File: src/rtl/rd_bank_seq.sv
module rd_bank_seq #(
  parameter int DEV_W  = 5,
  parameter int BANK_W = 4,
  parameter int ROW_W  = 9,
  parameter int COL_W  = 6,
  parameter int MAX_RD = 4,
  parameter int T_RCD  = 7,
  parameter int T_CC   = 4,
  parameter int T_CAC  = 8,
  parameter int T_RAS  = 20,
  parameter int T_RDP  = 5,
  parameter int T_RC   = 28,
  parameter int T_RP   = 8,
  localparam int NW    = $clog2(MAX_RD + 1)
) (
  input  logic                    clk,
  input  logic                    rst_n,
  input  logic                    req_valid,
  output logic                    req_ready,
  input  logic [DEV_W-1:0]        req_dev,
  input  logic [BANK_W-1:0]       req_bank,
  input  logic [ROW_W-1:0]        req_row,
  input  logic [NW-1:0]           req_ncol,
  input  logic [MAX_RD*COL_W-1:0] req_cols,
  output logic                    row_act_v,
  output logic                    row_pre_v,
  output logic [DEV_W-1:0]        row_dev,
  output logic [BANK_W-1:0]       row_bank,
  output logic [ROW_W-1:0]        row_addr,
  output logic                    col_rd_v,
  output logic [DEV_W-1:0]        col_dev,
  output logic [BANK_W-1:0]       col_bank,
  output logic [COL_W-1:0]        col_addr,
  output logic                    data_exp,
  output logic                    done
);
  localparam int IW = (MAX_RD > 1) ? $clog2(MAX_RD) : 1;
  localparam int M1 = (T_RC > T_RAS) ? T_RC : T_RAS;
  localparam int M2 = (M1 > T_RP) ? M1 : T_RP;
  localparam int M3 = (M2 > T_RCD) ? M2 : T_RCD;
  localparam int M4 = (M3 > T_RDP) ? M3 : T_RDP;
  localparam int TMAX = (M4 > T_CC) ? M4 : T_CC;
  localparam int TW = $clog2(TMAX + 1);
  localparam int SW = TW + 1;

  typedef enum logic [1:0] {S_IDLE, S_RD, S_PRE, S_WAIT} st_t;

  st_t st;
  logic [TW-1:0] rcd_c, cc_c, ras_c, rdp_c, rc_c, rp_c;
  logic [DEV_W-1:0]  dev_q;
  logic [BANK_W-1:0] bank_q;
  logic [IW-1:0]     rd_idx, last_q;
  logic [COL_W-1:0]  cols_q [MAX_RD];
  logic [T_CAC-1:0]  dq;

  function automatic logic [TW-1:0] tick(input logic ld, input int t, input logic [TW-1:0] c);
    if (ld) return TW'(t - 1);
    return (c == '0) ? c : c - 1'b1;
  endfunction

  assign done      = (st == S_WAIT) && rc_c == '0 && rp_c == '0;
  assign req_ready = (st == S_IDLE) || done;
  assign row_act_v = req_ready && req_valid;
  assign col_rd_v  = (st == S_RD) && rcd_c == '0 && cc_c == '0;
  assign row_pre_v = (st == S_PRE) && ras_c == '0 && rdp_c == '0;
  assign row_dev   = row_act_v ? req_dev : dev_q;
  assign row_bank  = row_act_v ? req_bank : bank_q;
  assign row_addr  = req_row;
  assign col_dev   = dev_q;
  assign col_bank  = bank_q;
  assign col_addr  = cols_q[rd_idx];
  assign data_exp  = dq[T_CAC-1];

  always_ff @(posedge clk or negedge rst_n) begin
    if (!rst_n) begin
      rcd_c <= '0; cc_c <= '0; ras_c <= '0;
      rdp_c <= '0; rc_c <= '0; rp_c  <= '0;
    end else begin
      rcd_c <= tick(row_act_v, T_RCD, rcd_c);
      ras_c <= tick(row_act_v, T_RAS, ras_c);
      rc_c  <= tick(row_act_v, T_RC,  rc_c);
      cc_c  <= tick(col_rd_v,  T_CC,  cc_c);
      rdp_c <= tick(col_rd_v,  T_RDP, rdp_c);
      rp_c  <= tick(row_pre_v, T_RP,  rp_c);
    end
  end

  always_ff @(posedge clk or negedge rst_n) begin
    if (!rst_n) begin
      st     <= S_IDLE;
      dev_q  <= '0;
      bank_q <= '0;
      rd_idx <= '0;
      last_q <= '0;
      for (int i = 0; i < MAX_RD; i++) cols_q[i] <= '0;
    end else begin
      unique case (st)
        S_IDLE, S_WAIT: if (row_act_v) st <= S_RD;
                        else if (done) st <= S_IDLE;
        S_RD:           if (col_rd_v && rd_idx == last_q) st <= S_PRE;
        S_PRE:          if (row_pre_v) st <= S_WAIT;
        default:        st <= S_IDLE;
      endcase
      if (row_act_v) begin
        dev_q  <= req_dev;
        bank_q <= req_bank;
        last_q <= IW'(req_ncol - NW'(1));
        rd_idx <= '0;
        for (int i = 0; i < MAX_RD; i++) cols_q[i] <= req_cols[i*COL_W +: COL_W];
      end else if (col_rd_v) begin
        rd_idx <= rd_idx + 1'b1;
      end
    end
  end

  generate
    if (T_CAC == 1) begin : g_dq1
      always_ff @(posedge clk or negedge rst_n)
        if (!rst_n) dq <= '0; else dq <= col_rd_v;
    end else begin : g_dqn
      always_ff @(posedge clk or negedge rst_n)
        if (!rst_n) dq <= '0; else dq <= {dq[T_CAC-2:0], col_rd_v};
    end
  endgenerate

  logic [SW-1:0] since_act, since_rd, since_pre;
  logic          seen_rd, had_act;

  function automatic logic [SW-1:0] age(input logic ev, input logic [SW-1:0] c);
    if (ev) return SW'(1);
    return (&c) ? c : c + 1'b1;
  endfunction

  always_ff @(posedge clk or negedge rst_n) begin
    if (!rst_n) begin
      since_act <= '0; since_rd <= '0; since_pre <= '0;
      seen_rd <= 1'b0; had_act <= 1'b0;
    end else begin
      since_act <= age(row_act_v, since_act);
      since_rd  <= age(col_rd_v, since_rd);
      since_pre <= age(row_pre_v, since_pre);
      seen_rd   <= row_act_v ? 1'b0 : (col_rd_v ? 1'b1 : seen_rd);
      had_act   <= had_act | row_act_v;
    end
  end

  p_rcd_gap_r2: assert property (@(posedge clk) disable iff (!rst_n)
    col_rd_v && !seen_rd |-> since_act >= SW'(T_RCD));
  p_cc_gap_r3: assert property (@(posedge clk) disable iff (!rst_n)
    col_rd_v && seen_rd |-> since_rd >= SW'(T_CC));
  p_ncol_range_r3: assert property (@(posedge clk) disable iff (!rst_n)
    row_act_v |-> req_ncol >= NW'(1) && req_ncol <= NW'(MAX_RD));
  p_pre_gap_r5: assert property (@(posedge clk) disable iff (!rst_n)
    row_pre_v |-> seen_rd && since_act >= SW'(T_RAS) && since_rd >= SW'(T_RDP));
  p_act_gap_r6: assert property (@(posedge clk) disable iff (!rst_n)
    row_act_v && had_act |-> since_act >= SW'(T_RC) && since_pre >= SW'(T_RP));
  p_busy_r7: assert property (@(posedge clk) disable iff (!rst_n)
    row_act_v |=> !req_ready);
endmodule

File: config.mk
export PLATFORM = sky130hd
export DESIGN_NAME = rd_bank_seq
export DESIGN_NICKNAME = d
export VERILOG_FILES = /design/src/rtl/rd_bank_seq.sv
export SDC_FILE = /design/constraint.sdc
export NUM_CORES = 1
export LEC_CHECK = 0
export ABC_CLOCK_PERIOD_IN_PS = 3500
export BUFFER_PORTS_ARGS = -buffer_cell sky130_fd_sc_hd__buf_4
export CAP_MARGIN = 15
export CORE_MARGIN = 2
export CORE_UTILIZATION = 54
export DETAILED_ROUTE_END_ITERATION = 16
export PLACE_DENSITY = 0.8
export SYNTH_ARGS = -nofsm -noshare
export SYNTH_HDL_FRONTEND = slang
export SYNTH_SLANG_ARGS = --single-unit
File: constraint.sdc
create_clock -name clk -period 3.5 [get_ports clk]
set_clock_uncertainty 0.1 [all_clocks]
set_input_delay 0.7 -clock clk [delete_from_list [all_inputs] [get_ports clk]]
set_output_delay 0.7 -clock clk [all_outputs]
set_load 0.03 [all_outputs]
Word level (Yosys, flattened, before mapping)

Index checks and enable logic that the tools add are counted.

Input port bits: 48
Register bits after elaboration: 77
Word-level logic and storage cells: 91
Output and inout bits: 39

Eq/ne operators: 13
Magnitude comparators: 1
Bitwise gates (word level): 1
$add $sub $neg: 8
Muxes and demuxes: 33
Reductions and logical operators: 19

Operator list:

| kind                                                     | number |
|---|---|
| 2-to-1 mux 5 bit                                         | 19 |
| zero test 5 bit                                          | 6 |
| subtractor 5 x 1 -> 5 bit, second input constant         | 6 |
| binary-select mux 6 bit (select 2 bit)                   | 1 |
| 2-to-1 mux 2 bit                                         | 6 |
| 2-to-1 mux 6 bit                                         | 2 |
| inequality test 2 x 1 -> 1 bit, second input constant    | 6 |
| logical AND 1 bit                                        | 8 |
| case mux 2 bit (3 select lines)                          | 1 |
| == test 2 bit, second input constant                     | 2 |
| 2-to-1 mux 4 bit                                         | 1 |
| inequality test 2 bit, second input constant             | 2 |
| greater-or-equal comparator 3 bit, second input constant | 1 |
| 2-to-1 mux 1 bit                                         | 3 |
| inequality test 3 bit, second input constant             | 1 |
| inverter 2 -> 3 bit                                      | 1 |
| AND reduction 3 bit                                      | 1 |
| adder 2 x 1 -> 2 bit, second input constant              | 1 |
| == test 2 x 1 -> 1 bit, second input constant            | 1 |
| == test 2 bit                                            | 1 |
| zero test 2 bit                                          | 1 |
| nonzero test 2 bit                                       | 1 |
| OR reduction 2 bit                                       | 1 |
| subtractor 2 x 1 -> 2 bit, second input constant         | 1 |
| logical OR 1 bit                                         | 1 |

Logic depth before layout (Yosys ltp)

Depth in word-level cells: 7
Depth in mapped cells: 9
Mapped depth without buffers: 7

Worst setup path before layout

No wires, ideal clock.

Kind: flip-flop to output port
Start: register rp_c[0]
End: output row_dev[4]
Slack: 688 ps
Cell stages (with the launch flop): 10
Arrival: 2012 ps
Required time: 2700 ps
Path buffers: 2
Cell sequence: dfrtp_1 inv_1 ha_1 nor4b_4 and3_1 buf_6 o21ai_4 inv_8 buf_12 mux2_4

Cells in the longest elaborated chain, start to end: 5

RTL lines:

| what                   | line | source |
|---|---|---|
| from (decl)            | 49   | `logic [TW-1:0] rcd_c, cc_c, ras_c, rdp_c, rc_c, rp_c;` |
| from (signal assigned) | 84   | `rp_c <= tick(row_pre_v, T_RP, rp_c);` |
| zero test 5 bit        | 61   | `assign done = (st == S_WAIT) && rc_c == '0 && rp_c == '0;` |
| logical AND 1 bit      | 61   |  |
| via done               | 35   | `output logic done` |
| logical OR 1 bit       | 62   | `assign req_ready = (st == S_IDLE) \|\| done;` |
| logical AND 1 bit      | 63   | `assign row_act_v = req_ready && req_valid;` |
| 2-to-1 mux 5 bit       | n/a  |  |
| to (decl)              | 27   | `output logic [DEV_W-1:0] row_dev,` |

The timed path passes the listed nets, and every way through them passes these cells.

Final worst setup path

Start: register rp_c[0]
End: output row_dev[3]

Cells in the longest elaborated chain, start to end: 5

RTL lines:

| what              | line |
|---|---|
| zero test 5 bit   | 61 |
| logical AND 1 bit | 61 |
| logical OR 1 bit  | 62 |
| logical AND 1 bit | 63 |
| 2-to-1 mux 5 bit  | n/a |

Every way passes these cells.

==> qor.yml <==
critical_path:
  worstPathRequired_ns: 2.70
  reg2reg_to: "cols_q[23]$_DFFE_PN0P_"
  cp-start-kind: "flop"
  r2r_start: "rp_c[0]$_DFFE_PN0P_"
  end_kind: "output port"
  cp_max_fo: 17
  critical_path_arrival_ns: 2.51
  path_class: "flop to output port"
  r2r_setup_slack_ns: 0.79
  reg2reg_depth: 9
clock_network:
  post_cts_buffers: 0
  hold_buffers: 0
  h-tree-depth: 3
  cts-root-buf: "clkbuf_8"
  cts_buffer_depth: 2
  cts_tree: "yes"
  post_cts_resized: 0
  clkLatencyLatePin_ns: 0.35
  cts_made_buffers: 9
  clock-sinks: 77
  path_clk_slew_ns: 0.08
die:
  core-area_sq_um: 6830
  dieArea_sq_um: 7760
  row_count: 30
  die-width_um: 88.1
  ioPinCount: 87
  start_util_pct: 55.9
  die_h_um: 88.1
sta:
  worstMarginPinSlew_ns: 0.948
  fmax_mhz: 302
  rsz0062_at_grt: "false"
  setup_tns_ns: 0
  setup_ws_ns: 0.191
  period_minus_slack_ns: 3.31
  period_share_pct: 94.5
  final_hold_viol_count: 0
  relSlewSlack_pct: 36.8
  drv_slew: 0
  setup_viol: 0
final_layout:
  layout-drive-gt1-share_pct: 39.3
  finish.instance_area_sq_um: 4540
  diodes: 0
  syn2layout_area_growth_pct: 18.9
  fill_cells: 501
  nNetsFinal: 420
global_routing:
  grt_max_degree: 78
  grt-ovfl-total: 0
  grt_pass1_wl_um: 11500
  antenna_found_initial: 0
  grt_usage_pct: 19.6
  grt_pass1_vias: 2470
job:
  max_cap_viol_count: 0
place:
  pre_cts_ws_ns: 0.559
  dp_hpwl_um: 4950
  port_buffers: 67
  gp_congestion: 0.715
  postPlaceCellArea_sq_um: 4330
synthesis:
  synth.area.top_cells: "dfrtp_1 50%, mux2_4 11%, ha_1 5.2%"
  synth-adder-area-share_pct: 5.24
  synth_cells: 288
  synthFlopType: "dfrtp_1"
  synth.distinct_cells: 44
  synth-seq-area-share_pct: 50.5
  synth-simple-area-share_pct: 11.2
  ys_warn_count: 0
  ys_async_sr_fraction_pct: 100
  synth_xor_area_share_pct: 3.67
  synth_top_area_share_pct: 50.5
  synth_nets: 352
  synth-edff-count: 0
  avgSynthCellArea_sq_um: 13.3
  synth_top_family_by_area: "multiplexers"
  synth_seq_cells: 77
  synth_compound_area_share_pct: 5.57
  synthMuxAreaShare_pct: 17.4
  synth.cell_area_sq_um: 3820
  yosysTopAreaCell: "dfrtp_1"
route:
  wl_per_cell_um: 15.2
  drc: 0
  avgViaCountPerCell: 5.23
  dr.pass1.iters: 4
  ant_nets: 0
  drt_wl_total_um: 6960
  vias: 2390
  drtIter0Drc: 105
status:
  status: "finished clean"
pwr:
  power_per_cell_area_nw_per_um2: 359
  total_leakage_power_nw: 2.39
  ir_drop_uv: 204
hold_path:
  holdPathStages: 0
  whs_endpoint: "dq[1]$_DFF_PN0_"
  min_from: "dq[0]$_DFF_PN0_"
  hp-class: "flop to flop"
-- power breakdown --
part | internal (mW) | switching (mW)
clock network | 0.353 | 0.338
logic | 0.0274 | 0.0243
registers | 0.889 | 0
-- flip-flops by register name, summed over array words and instances (netlist names) --
name and cells:
rdp_c 5, col_bank 4, rd_idx 2, ras_c 5, col_dev 5, cols_q 24
rp_c 5, rcd_c 5, dq 8, rc_c 5, st 2, cc_c 5
last_q 2
-- worst max-delay path, stage by stage, from the launching register on --
cell and delay [ns]:
dfrtp_1 0.36, inv_1 0.08, ha_1 0.22, nor4b_4 0.13, buf_4 0.16, and3_1 0.25, o21ai_4 0.32, inv_8 0.13
mux2_4 0.33, buf_4 0.17
-- cell type report --
| type | instances | area, sq um | area share, % |
|---|---|---|---|
| inverters | 20 | 82.6 | 1.82 |
| well taps | 96 | 120 | 2.65 |
| flip-flops and latches | 77 | 1930 | 42.4 |
| clock buffers | 10 | 138 | 3.03 |
| multi-input cells | 174 | 1650 | 36.2 |
| clock inverters | 6 | 71.3 | 1.57 |
| repair buffers | 74 | 556 | 12.2 |
-- per-stage QoR --
stage               std cells  power, mW  utilization (%)  hold WS, ns
finish                    457       1.63             66.4        0.251
global route              457       1.70             66.4        0.261
detailed placement        441      0.960             63.4        0.236
CTS                       457       1.66             66.4        0.253
floorplan                 288      0.928                -        0.231
global placement          441      0.959             63.4        0.233
-- cells in the mapped netlist, types with 3 or more instances --
cell and instances:
o211ai_1 3, nor3_1 12, buf_12 3, mux4_2 6, nor4_1 4, xor2_1 5, nor2_1 20, inv_1 19
o21ai_0 3, xnor2_1 11, a21oi_1 6, mux2_4 28, dfrtp_1 77, buf_4 11, or3_1 5, mux2i_1 3
nand2_1 11, ha_1 16, nor4b_1 3, mux2_2 7, a211oi_1 3, a211o_1 4
-- routing by layer --
metal	vias to the layer above	global-route usage [%]	wire [um]
met5	-	0	0
met4	0	8.95	102
met3	11	5.18	289
met2	44	31.9	3520
met1	1195	24.7	3050
li1	1140	-	-
-- how the worst max path moves through the flow --
| stage | startpoint | end | depth (start not counted) |
|---|---|---|---|
| global route | rp_c[0]$_DFFE_PN0P_ | row_dev[3] | 9 |
| CTS | rp_c[0]$_DFFE_PN0P_ | row_bank[1] | 9 |
| finish | rp_c[0]$_DFFE_PN0P_ | row_dev[3] | 9 |
| detailed placement | rp_c[0]$_DFFE_PN0P_ | row_bank[1] | 9 |
| floorplan | rp_c[0]$_DFFE_PN0P_ | row_dev[4] | 9 |
| global placement | rp_c[0]$_DFFE_PN0P_ | row_dev[3] | 9 |
-- kinds of logic (layout without fill, tap and decap cells) --
kind of cell,Yosys count,in the layout
AOI/OAI and AO/OA,26,26
xor gates and xnor gates,16,16
adders and majority gates,16,16
buffers and inverters,37,110
DFF,77,77
muxes,44,44
and+or+nand+nor,72,72
-- cells in the final DEF (no fill, tap or decap), drive strengths merged --
cell	netlist	final
a211o	4	4
a211oi	3	3
a21o	1	1
a21oi	6	6
a32o	1	1
a41o	1	1
and2	1	1
and3	3	3
buf	17	74
bufinv	0	1
clkbuf	0	10
clkinv	0	2
clkinvlp	0	2
dfrtp	77	77
ha	16	16
inv	20	21
mux2	35	35
mux2i	3	3
mux4	6	6
nand2	11	11
nand3	1	1
nand4	1	1
nor2	20	20
nor2b	2	2
nor3	12	12
nor4	4	4
nor4b	6	6
o211ai	3	3
o21ai	4	4
o311ai	1	1
o31ai	1	1
o41ai	1	1
or2	2	2
or3	5	5
or4b	4	4
xnor2	11	11
xor2	5	5
(Power assumes the default switching activity.)
